--- config.mk ---
export PLATFORM = sky130hd
export DESIGN_NAME = simd_lane_pair
export DESIGN_NICKNAME = d
export VERILOG_FILES = /design/src/rtl/simd_pkg.sv /design/src/rtl/simd_addr_gen.sv /design/src/rtl/simd_lane.sv /design/src/rtl/simd_lane_pair.sv
export SDC_FILE = /design/constraint.sdc
export NUM_CORES = 2
export LEC_CHECK = 0
export ABC_AREA = 1
export ABC_CLOCK_PERIOD_IN_PS = 16700
export CORE_MARGIN = 1.5
export CORE_UTILIZATION = 57
export CTS_BUF_LIST = sky130_fd_sc_hd__clkbuf_4
export CTS_CLUSTER_SIZE = 24
export DETAILED_ROUTE_END_ITERATION = 10
export PLACE_DENSITY_LB_ADDON = 0.15
export REMOVE_ABC_BUFFERS = 1
export SLEW_MARGIN = 10
export SYNTH_ARGS = -nofsm -noshare
export SYNTH_HDL_FRONTEND = slang
export SYNTH_SLANG_ARGS = --single-unit
--- constraint.sdc ---
create_clock -name clk_i -period 16.7 [get_ports clk_i]
set_clock_uncertainty 0.1 [all_clocks]
set_input_delay 5.01 -clock clk_i [delete_from_list [all_inputs] [get_ports clk_i]]
set_output_delay 5.01 -clock clk_i [all_outputs]
set_load 0.01 [all_outputs]
--- src/rtl/simd_pkg.sv ---
package simd_pkg;
  typedef enum logic [2:0] {
    OP_NOP      = 3'd0,
    OP_LD_SPLIT = 3'd1,
    OP_LD_BCAST = 3'd2,
    OP_STORE    = 3'd3,
    OP_ADD      = 3'd4,
    OP_MAC      = 3'd5,
    OP_ACC_CLR  = 3'd6,
    OP_ACC_RD   = 3'd7
  } op_e;
endpackage

--- src/rtl/simd_addr_gen.sv ---
module simd_addr_gen #(
  parameter int ADDR_W = 6
) (
  input  logic              clk_i,
  input  logic              rst_ni,
  input  logic              set_i,
  input  logic [ADDR_W-1:0] set_val_i,
  input  logic              step_i,
  input  logic              wide_i,
  output logic [ADDR_W-1:0] addr_o
);
  logic [ADDR_W-1:0] addr_q;

  always_ff @(posedge clk_i or negedge rst_ni) begin
    if (!rst_ni)     addr_q <= '0;
    else if (set_i)  addr_q <= set_val_i;
    else if (step_i) addr_q <= addr_q + (wide_i ? ADDR_W'(2) : ADDR_W'(1));
  end

  assign addr_o = addr_q;

  AST_ADDR_WIDE: assert property (@(posedge clk_i) disable iff (!rst_ni)
    step_i && wide_i && !set_i |=> addr_q == $past(addr_q) + ADDR_W'(2));
  AST_ADDR_NARROW: assert property (@(posedge clk_i) disable iff (!rst_ni)
    step_i && !wide_i && !set_i |=> addr_q == $past(addr_q) + ADDR_W'(1));
endmodule

--- src/rtl/simd_lane.sv ---
module simd_lane
  import simd_pkg::*;
#(
  parameter int LANE   = 0,
  parameter int DATA_W = 32,
  parameter int NREG   = 8
) (
  input  logic                    clk_i,
  input  logic                    rst_ni,
  input  logic                    en_i,
  input  logic                    clr_i,
  input  op_e                     op_i,
  input  logic [$clog2(NREG)-1:0] rd_i,
  input  logic [$clog2(NREG)-1:0] rs1_i,
  input  logic [$clog2(NREG)-1:0] rs2_i,
  input  logic                    ld_we_i,
  input  logic [$clog2(NREG)-1:0] ld_rd_i,
  input  logic [DATA_W-1:0]       ld_data_i,
  output logic [DATA_W-1:0]       st_data_o
);
  logic [NREG-1:0][DATA_W-1:0] rf_q;
  logic [DATA_W-1:0] acc_q, src_a, src_b, prod, alu_res;
  logic alu_we, mac_en;

  always_comb begin
    src_a   = rf_q[rs1_i];
    src_b   = rf_q[rs2_i];
    prod    = src_a * src_b;
    alu_we  = en_i && (op_i == OP_ADD || op_i == OP_ACC_RD);
    alu_res = (op_i == OP_ADD) ? src_a + src_b : acc_q;
    mac_en  = en_i && (op_i == OP_MAC);
  end

  // ALU write is younger than a pending load write-back and wins
  always_ff @(posedge clk_i or negedge rst_ni) begin
    if (!rst_ni) begin
      rf_q <= '0;
    end else begin
      if (ld_we_i) rf_q[ld_rd_i] <= ld_data_i;
      if (alu_we)  rf_q[rd_i]    <= alu_res;
    end
  end

  always_ff @(posedge clk_i or negedge rst_ni) begin
    if (!rst_ni)     acc_q <= '0;
    else if (clr_i)  acc_q <= '0;
    else if (mac_en) acc_q <= acc_q + prod;
  end

  assign st_data_o = src_a;

  AST_ACC_CLEARED: assert property (@(posedge clk_i) disable iff (!rst_ni)
    clr_i |=> acc_q == '0);

  generate
    if (LANE != 0) begin : g_sec_chk
      AST_SEC_HOLD: assert property (@(posedge clk_i) disable iff (!rst_ni)
        !en_i && !ld_we_i |=> $stable(rf_q));
    end
  endgenerate
endmodule

--- src/rtl/simd_lane_pair.sv ---
module simd_lane_pair
  import simd_pkg::*;
#(
  parameter int DATA_W = 32,
  parameter int NREG   = 8,
  parameter int ADDR_W = 6
) (
  input  logic                    clk_i,
  input  logic                    rst_ni,
  input  logic                    simd_en_i,
  input  logic                    op_valid_i,
  input  logic [2:0]              op_i,
  input  logic [$clog2(NREG)-1:0] rd_i,
  input  logic [$clog2(NREG)-1:0] rs1_i,
  input  logic [$clog2(NREG)-1:0] rs2_i,
  input  logic                    addr_set_i,
  input  logic [ADDR_W-1:0]       addr_val_i,
  output logic [ADDR_W-1:0]       mem_addr_o,
  output logic                    mem_re_o,
  input  logic [2*DATA_W-1:0]     mem_rdata_i,
  output logic                    mem_we_o,
  output logic [1:0]              mem_be_o,
  output logic [2*DATA_W-1:0]     mem_wdata_o
);
  localparam int RW    = $clog2(NREG);
  localparam int LANES = 2;

  op_e  op;
  logic is_ld, is_st, step_wide, acc_clr, op_writes_rd;
  logic ld_v_q, ld_bcast_q, ld_simd_q;
  logic [RW-1:0] ld_rd_q;
  logic [LANES-1:0] lane_en, lane_ld_we;
  logic [LANES-1:0][DATA_W-1:0] lane_ld_data, lane_st_data;

  always_comb begin
    op           = op_e'(op_i);
    is_ld        = op_valid_i && (op == OP_LD_SPLIT || op == OP_LD_BCAST);
    is_st        = op_valid_i && (op == OP_STORE);
    step_wide    = simd_en_i && (op != OP_LD_BCAST);
    acc_clr      = op_valid_i && (op == OP_ACC_CLR);
    op_writes_rd = op_valid_i && (op == OP_ADD || op == OP_ACC_RD);
  end

  simd_addr_gen #(.ADDR_W(ADDR_W)) u_addr (
    .clk_i     (clk_i),
    .rst_ni    (rst_ni),
    .set_i     (addr_set_i),
    .set_val_i (addr_val_i),
    .step_i    (is_ld || is_st),
    .wide_i    (step_wide),
    .addr_o    (mem_addr_o)
  );

  // load write-back stage: data arrives the cycle after the request
  always_ff @(posedge clk_i or negedge rst_ni) begin
    if (!rst_ni) begin
      ld_v_q     <= 1'b0;
      ld_bcast_q <= 1'b0;
      ld_simd_q  <= 1'b0;
      ld_rd_q    <= '0;
    end else begin
      ld_v_q     <= is_ld;
      ld_bcast_q <= (op == OP_LD_BCAST);
      ld_simd_q  <= simd_en_i;
      ld_rd_q    <= rd_i;
    end
  end

  generate
    for (genvar l = 0; l < LANES; l++) begin : g_lane
      if (l == 0) begin : g_pri
        assign lane_en[l]      = op_valid_i;
        assign lane_ld_we[l]   = ld_v_q;
        assign lane_ld_data[l] = mem_rdata_i[DATA_W-1:0];
      end else begin : g_sec
        assign lane_en[l]      = op_valid_i && simd_en_i;
        assign lane_ld_we[l]   = ld_v_q && ld_simd_q;
        assign lane_ld_data[l] = ld_bcast_q ? mem_rdata_i[DATA_W-1:0]
                                            : mem_rdata_i[l*DATA_W +: DATA_W];
      end

      simd_lane #(.LANE(l), .DATA_W(DATA_W), .NREG(NREG)) u_lane (
        .clk_i     (clk_i),
        .rst_ni    (rst_ni),
        .en_i      (lane_en[l]),
        .clr_i     (acc_clr),
        .op_i      (op),
        .rd_i      (rd_i),
        .rs1_i     (rs1_i),
        .rs2_i     (rs2_i),
        .ld_we_i   (lane_ld_we[l]),
        .ld_rd_i   (ld_rd_q),
        .ld_data_i (lane_ld_data[l]),
        .st_data_o (lane_st_data[l])
      );
    end
  endgenerate

  assign mem_re_o    = is_ld;
  assign mem_we_o    = is_st;
  assign mem_be_o    = is_st ? {simd_en_i, 1'b1} : 2'b00;
  assign mem_wdata_o = lane_st_data;

  AST_LD_LATENCY: assert property (@(posedge clk_i) disable iff (!rst_ni)
    ld_v_q |-> $past(mem_re_o));
  AST_WB_CLASH: assert property (@(posedge clk_i) disable iff (!rst_ni)
    ld_v_q && op_writes_rd |-> rd_i != ld_rd_q);
  AST_BE_SINGLE: assert property (@(posedge clk_i) disable iff (!rst_ni)
    mem_we_o && !simd_en_i |-> mem_be_o == 2'b01);
  AST_NO_IDLE_STROBE: assert property (@(posedge clk_i) disable iff (!rst_ni)
    !op_valid_i |-> !mem_re_o && !mem_we_o);
endmodule

Word level (Yosys, flattened, before mapping)
Cells that the tools add are included.
{"block": "totals", "ff_bits": 588, "inputBits": 87, "out_inout_bits": 74, "elab_cells": 93}
{"block": "op_classes", "addsub": 5, "n_mul": 2, "magnitude_cmp": 6, "n_eq_ne": 8, "muxes": 31, "reduce_logical": 18}
{"op": "$bwmux 256", "count": 4}
{"op": "$mux 256", "count": 4}
{"op": "$mux 32", "count": 13}
{"op": "$bmux 32 s3", "count": 4}
{"op": "$demux 32 s3", "count": 2}
{"op": "$add 32x32->32", "count": 4}
{"op": "$mul 32x32->32", "count": 2}
{"op": "$lt 3x4->1 const B", "count": 4}
{"op": "$eq 3x3->1 const B", "count": 4}
{"op": "$logic_and 1x1->1", "count": 12}
{"op": "$mux 6", "count": 2}
{"op": "$add 6x6->6", "count": 1}
{"op": "$eq 3x2->1 const B", "count": 2}
{"op": "$ge 3x1->1 const B", "count": 2}
{"op": "$reduce_bool 2->1", "count": 3}
{"op": "$mux 2", "count": 2}
{"op": "$eq 3x1->1 const B", "count": 1}
{"op": "$logic_or 1x1->1", "count": 3}
{"op": "$ne 3x2->1 const B", "count": 1}

Logic depth before layout (Yosys ltp)
{"block": "depth", "ltp_word": 8, "ltp_mapped": 43, "ltp_nobuf": 38}

Hierarchy
A second synthesis with hierarchy kept.
{"block": "unflattened", "hier_cells": 10951, "hier_area_um2": 76483.4}
{"mod": "simd_lane (g_lane[0].u_lane)", "instances": 1, "cells_per_inst": 5458, "area_per_inst_um2": 37837.5, "seq_area_each_um2": 7206.9}
{"mod": "simd_lane (g_lane[1].u_lane)", "instances": 1, "cells_per_inst": 5309, "area_per_inst_um2": 37358.3, "seq_area_each_um2": 7206.9}
{"mod": "simd_lane_pair", "instances": 1, "cells_per_inst": 130, "area_per_inst_um2": 857.1, "seq_area_each_um2": 150.1}
{"mod": "simd_addr_gen", "instances": 1, "cells_per_inst": 54, "area_per_inst_um2": 430.4, "seq_area_each_um2": 150.1}

Worst setup path after synthesis
Ideal clock, no wire load.
{"block": "synth_timing", "path_kind": "input port to flip-flop", "from": "input port rs1_i[1]", "to": "register g_lane[1].u_lane.acc_q[31]", "setup_time_ns": 0.117, "arrival_ns": 12.041, "required_time_ns": 16.483, "slack_ns": 4.441, "stages": 40, "n_path_buf": 5, "cell_sequence": "buf_4 -> inv_4 -> buf_4 -> buf_2 -> o211ai_1 -> nand2_1 -> nand2_1 -> nand2_1 -> clkbuf_1 -> clkinv_1 -> clkbuf_1 -> nor2_1 -> fa_1 -> fa_1 -> ha_1 -> inv_1 -> fa_1 -> inv_1 -> [... 4 more ...] -> fa_1 -> inv_1 -> ha_1 -> nand2_1 -> o21ai_0 -> nand2_1 -> o211ai_1 -> nand2_1 -> nand2_1 -> nand4_1 -> nand2_1 -> a21oi_1 -> o21ai_0 -> a21oi_1 -> inv_1 -> nand3_1 -> nand3_1 -> nand2_1"}
{"block": "synth_via", "elab_chain_len": 6}
{"element": "start: declaration", "line_no": "simd_lane_pair.sv:14", "text": "input logic [$clog2(NREG)-1:0] rs1_i,"}
{"element": "$bmux 32 s3", "line_no": "simd_lane.sv:26", "text": "src_a = rf_q[rs1_i];"}
{"element": "$mux 32 (implied by the code)", "line_no": "simd_lane.sv:26"}
{"element": "net mem_wdata_o[35]", "line_no": "simd_lane_pair.sv:23", "text": "output logic [2*DATA_W-1:0] mem_wdata_o"}
{"element": "$mul 32x32->32", "line_no": "simd_lane.sv:28", "text": "prod = src_a * src_b;"}
{"element": "$add 32x32->32", "line_no": "simd_lane.sv:47", "text": "else if (mac_en) acc_q <= acc_q + prod;"}
{"element": "$mux 32", "line_no": "simd_lane.sv:47"}
{"element": "$mux 32", "line_no": "simd_lane.sv:46", "text": "else if (clr_i) acc_q <= '0;"}
{"element": "end signal: assignment", "line_no": "simd_lane.sv:47"}
{"element": "end: declaration", "line_no": "simd_lane.sv:22", "text": "logic [DATA_W-1:0] acc_q, src_a, src_b, prod, alu_res;"}
The timed path passes the listed nets, and every way through them passes these cells. The select of a mux whose other input is x is not followed.
A chain may end at the register's enable or synchronous reset.

Final worst setup path
{"block": "layout_timing", "from": "input port rs2_i[0]", "to": "register g_lane[1].u_lane.acc_q[31]"}
{"block": "layout_via", "elab_chain_len": 6}
{"element": "start: declaration", "line_no": "simd_lane_pair.sv:15", "text": "input logic [$clog2(NREG)-1:0] rs2_i,"}
{"element": "$bmux 32 s3", "line_no": "simd_lane.sv:27", "text": "src_b = rf_q[rs2_i];"}
{"element": "$mux 32 (implied by the code)", "line_no": "simd_lane.sv:27"}
{"element": "$mul 32x32->32", "line_no": "simd_lane.sv:28"}
{"element": "$add 32x32->32", "line_no": "simd_lane.sv:47"}
{"element": "$mux 32", "line_no": "simd_lane.sv:47"}
{"element": "$mux 32", "line_no": "simd_lane.sv:46"}
Every way passes these cells. The select of a mux whose other input is x is not followed.

==> impl_metrics.csv <==
group,metric,value,unit
finish,drive_gt1_frac,0.0565,
critical_path,rrSetupSlack,7.57,ns
outcome,status,"complete, no violations",
die,row_count,133,
cts,clockRootBuffer,"clkbuf_4",
min_path,min_path_cells,2,
die,start_util,0.576,
finish,fillCellCount,12500,
logic_synthesis,synth.avg_cell_area,6.94,sq um
logic_synthesis,synth_cell_type_count,57,
finish,final_core_util,0.611,
critical_path,slowest_delay,0.86,ns
logic_synthesis,ys_seq_area_frac,0.194,
critical_path,r2r-end,"g_lane[1].u_lane.acc_q[31]",
critical_path,r2r_cells,36,
global_route,grt_max_degree,146,
logic_synthesis,synth_seq_cells,588,
cts,ctsResizeCount,0,
critical_path,r2r-start,"g_lane[1].u_lane.rf_q[162]",
sta,slew_headroom,0.0833,
global_route,grt_usage,0.450,
cts,insertion_delay,1.21,ns
min_path,hold_path_end,"g_lane[0].u_lane.acc_q[26]",
sta,finalSetupViolCount,0,
routing,drtIter0Drc,10500,
routing,vias_per_cell,5.97,
min_path,min_path_type,"reg -> reg",
finish,final_nets,12200,
sta,final-hold-violation-count,0,
cts,postCtsSetupBuffers,0,
cts,cts_max_level,4,
run,drv_cap,0,
routing,drt_wl_total,307,mm
critical_path,worst_setup_path_start_kind,"primary input",
routing,ant_nets,0,
finish,final_common_cell,"nand2_1",
logic_synthesis,synth_edf_count,0,
global_route,antenna_found_initial,12,
logic_synthesis,synth.top_cell.area_share,0.231,
cts,numCtsBuffers,176,
critical_path,crit_type,"in -> reg",
routing,firstDrtPassIters,9,
sta,fmax,73.2,MHz
logic_synthesis,synth_top_area_cell,"fa_1",
sta,rsz0062_at_grt,"false",
cts,clkSlewWorstSetupHoldPaths,0.07,ns
sta,period_needed,13.66,ns
finish,syn2layout_area_growth,6.06,%
die,dieWidth,368,microns
critical_path,cp_max_fo,99,
critical_path,slowest_stage,"o21ai_1",
sta,worstMarginPinSlew,1.37,ns
routing,num_vias,76200,
finish,layout_common_cells,"nand2_1, inv_1, o21ai_0",
sta,fin_crit_sh,0.818,
critical_path,crit_path_end_kind,"register",
die,fp.dieArea,0.136,sq mm
cts,cts_max_path_buffers,3,
cts,ctsHoldBuffers,0,
cts,cts_tree,"yes",
sta,slew_viol_final,0,
placed_design,post-place-cells,12500,
die,die_h,368,microns
finish,final_cells,12800,
global_route,grt_pass1_wl,455,mm
placed_design,dpl.hpwl,218,mm
logic_synthesis,async_reset_ff_frac,1.00,
placed_design,portBuffers,160,
sta,hold_ws,0.403,ns
global_route,grt-ovfl-total,0,
critical_path,worstPathRequired,17.61,ns
sta,tns,0,ns
die,core-area,0.132,sq mm
placed_design,place_congestion,1.01,
logic_synthesis,synth_area,0.0760,sq mm
cts,cts.sinks,588,
global_route,grt_pass1_vias,73400,
die,io_pins,161,
logic_synthesis,yosysWarnings,0,
critical_path,arrival,14.56,ns
logic_synthesis,synthTopCellsByArea,"fa_1, dfrtp_1, nand2_1",
routing,post-route-drc-count,0,
logic_synthesis,synth_top_flop_cell,"dfrtp_1",
logic_synthesis,synthCells,11000,
min_path,hold_start,"g_lane[0].u_lane.acc_q[26]",
routing,wire_per_inst,24.0,microns
## routing by layer
layer	wire length, microns	track usage	share of wire	vias up
li1	-	-	-	33700
met1	117000	0.609	0.38	36200
met2	126000	0.650	0.41	5291
met3	47800	0.156	0.16	976
met4	16100	0.203	0.052	12
met5	74	0	0.00024	-
## worst max path at each step
stage | from | slack (ns) | end
floorplan | rs2_i[0] | 3.52 | g_lane[0].u_lane.acc_q[31]
global placement | rs2_i[0] | 2.43 | g_lane[0].u_lane.acc_q[28]
detailed placement | rs2_i[1] | 2.23 | g_lane[1].u_lane.acc_q[31]
CTS | rs1_i[0] | 3.29 | mem_wdata_o[18]
global route | rs2_i[0] | 2.70 | g_lane[1].u_lane.acc_q[31]
finish | rs2_i[0] | 3.04 | g_lane[1].u_lane.acc_q[31]
## flip-flops by register name, summed over array words and instances, names as in the netlist
name,flops
g_lane.u_lane.rf_q,512
ld_simd_q,1
u_addr.addr_o,6
g_lane.u_lane.acc_q,64
ld_bcast_q,1
ld_rd_q,3
ld_v_q,1
## final cells by class
cell class	count	area (sq um)	area share
multi-input cells	7799	51100	0.634
flip-flops and latches	588	14700	0.183
inverters	2015	7590	0.0941
repair buffers	297	2710	0.0336
well taps	1755	2200	0.0272
clock buffers	257	1930	0.0239
clock inverters	53	329	0.00408
diodes	7	17.5	0.000217
## per-stage QoR
| stage | worst slack, ns | instance area (sq um) |
|---|---|---|
| floorplan | 3.52 | 73300 |
| global placement | 2.43 | 78400 |
| detailed placement | 2.23 | 78400 |
| CTS | 3.29 | 80600 |
| global route | 2.70 | 80600 |
| finish | 3.04 | 80600 |
## worst max-delay path: cells and delay by family
family	cells	cell delay, ns
adders and majority gates	9	3.86
AOI/OAI and AO/OA	7	2.25
buffers and inverters	9	1.89
and+or+nand+nor	12	1.37
## cell families (layout without fill, tap and decap cells)
family	after synthesis	in the layout	synth area share
AO/OA/AOI/OAI	1866	1866	0.134
flip-flops	588	588	0.194
buffers and inverters	2563	2622	0.135
adder cells (fa/ha/maj)	1191	1191	0.283
multiplexers	20	20	0.00296
XOR/XNOR	52	52	0.00599
other	0	7	0
AND/OR/NAND/NOR	4670	4670	0.245
## cell usage after synthesis (all sizes together) (7+ instances only)
cell and count:
nor2 945, or2 34, buf 224, a21oi 438
xnor2 25, clkinv 24, inv 1991, ha 312
nand2 3052, nor4 9, o31ai 10, o21ai 1124
fa 879, nand3 574, a211oi 10, dfrtp 588
mux2 20, nor3 20, nand4 14, xor2 27
clkbuf 324, o22ai 39, o21bai 9, nand3b 20
o221ai 7, a31oi 43, o211ai 154
Power is not shown: default switching activity piles up to over one toggle a cycle in this logic, so the estimate is an artifact.
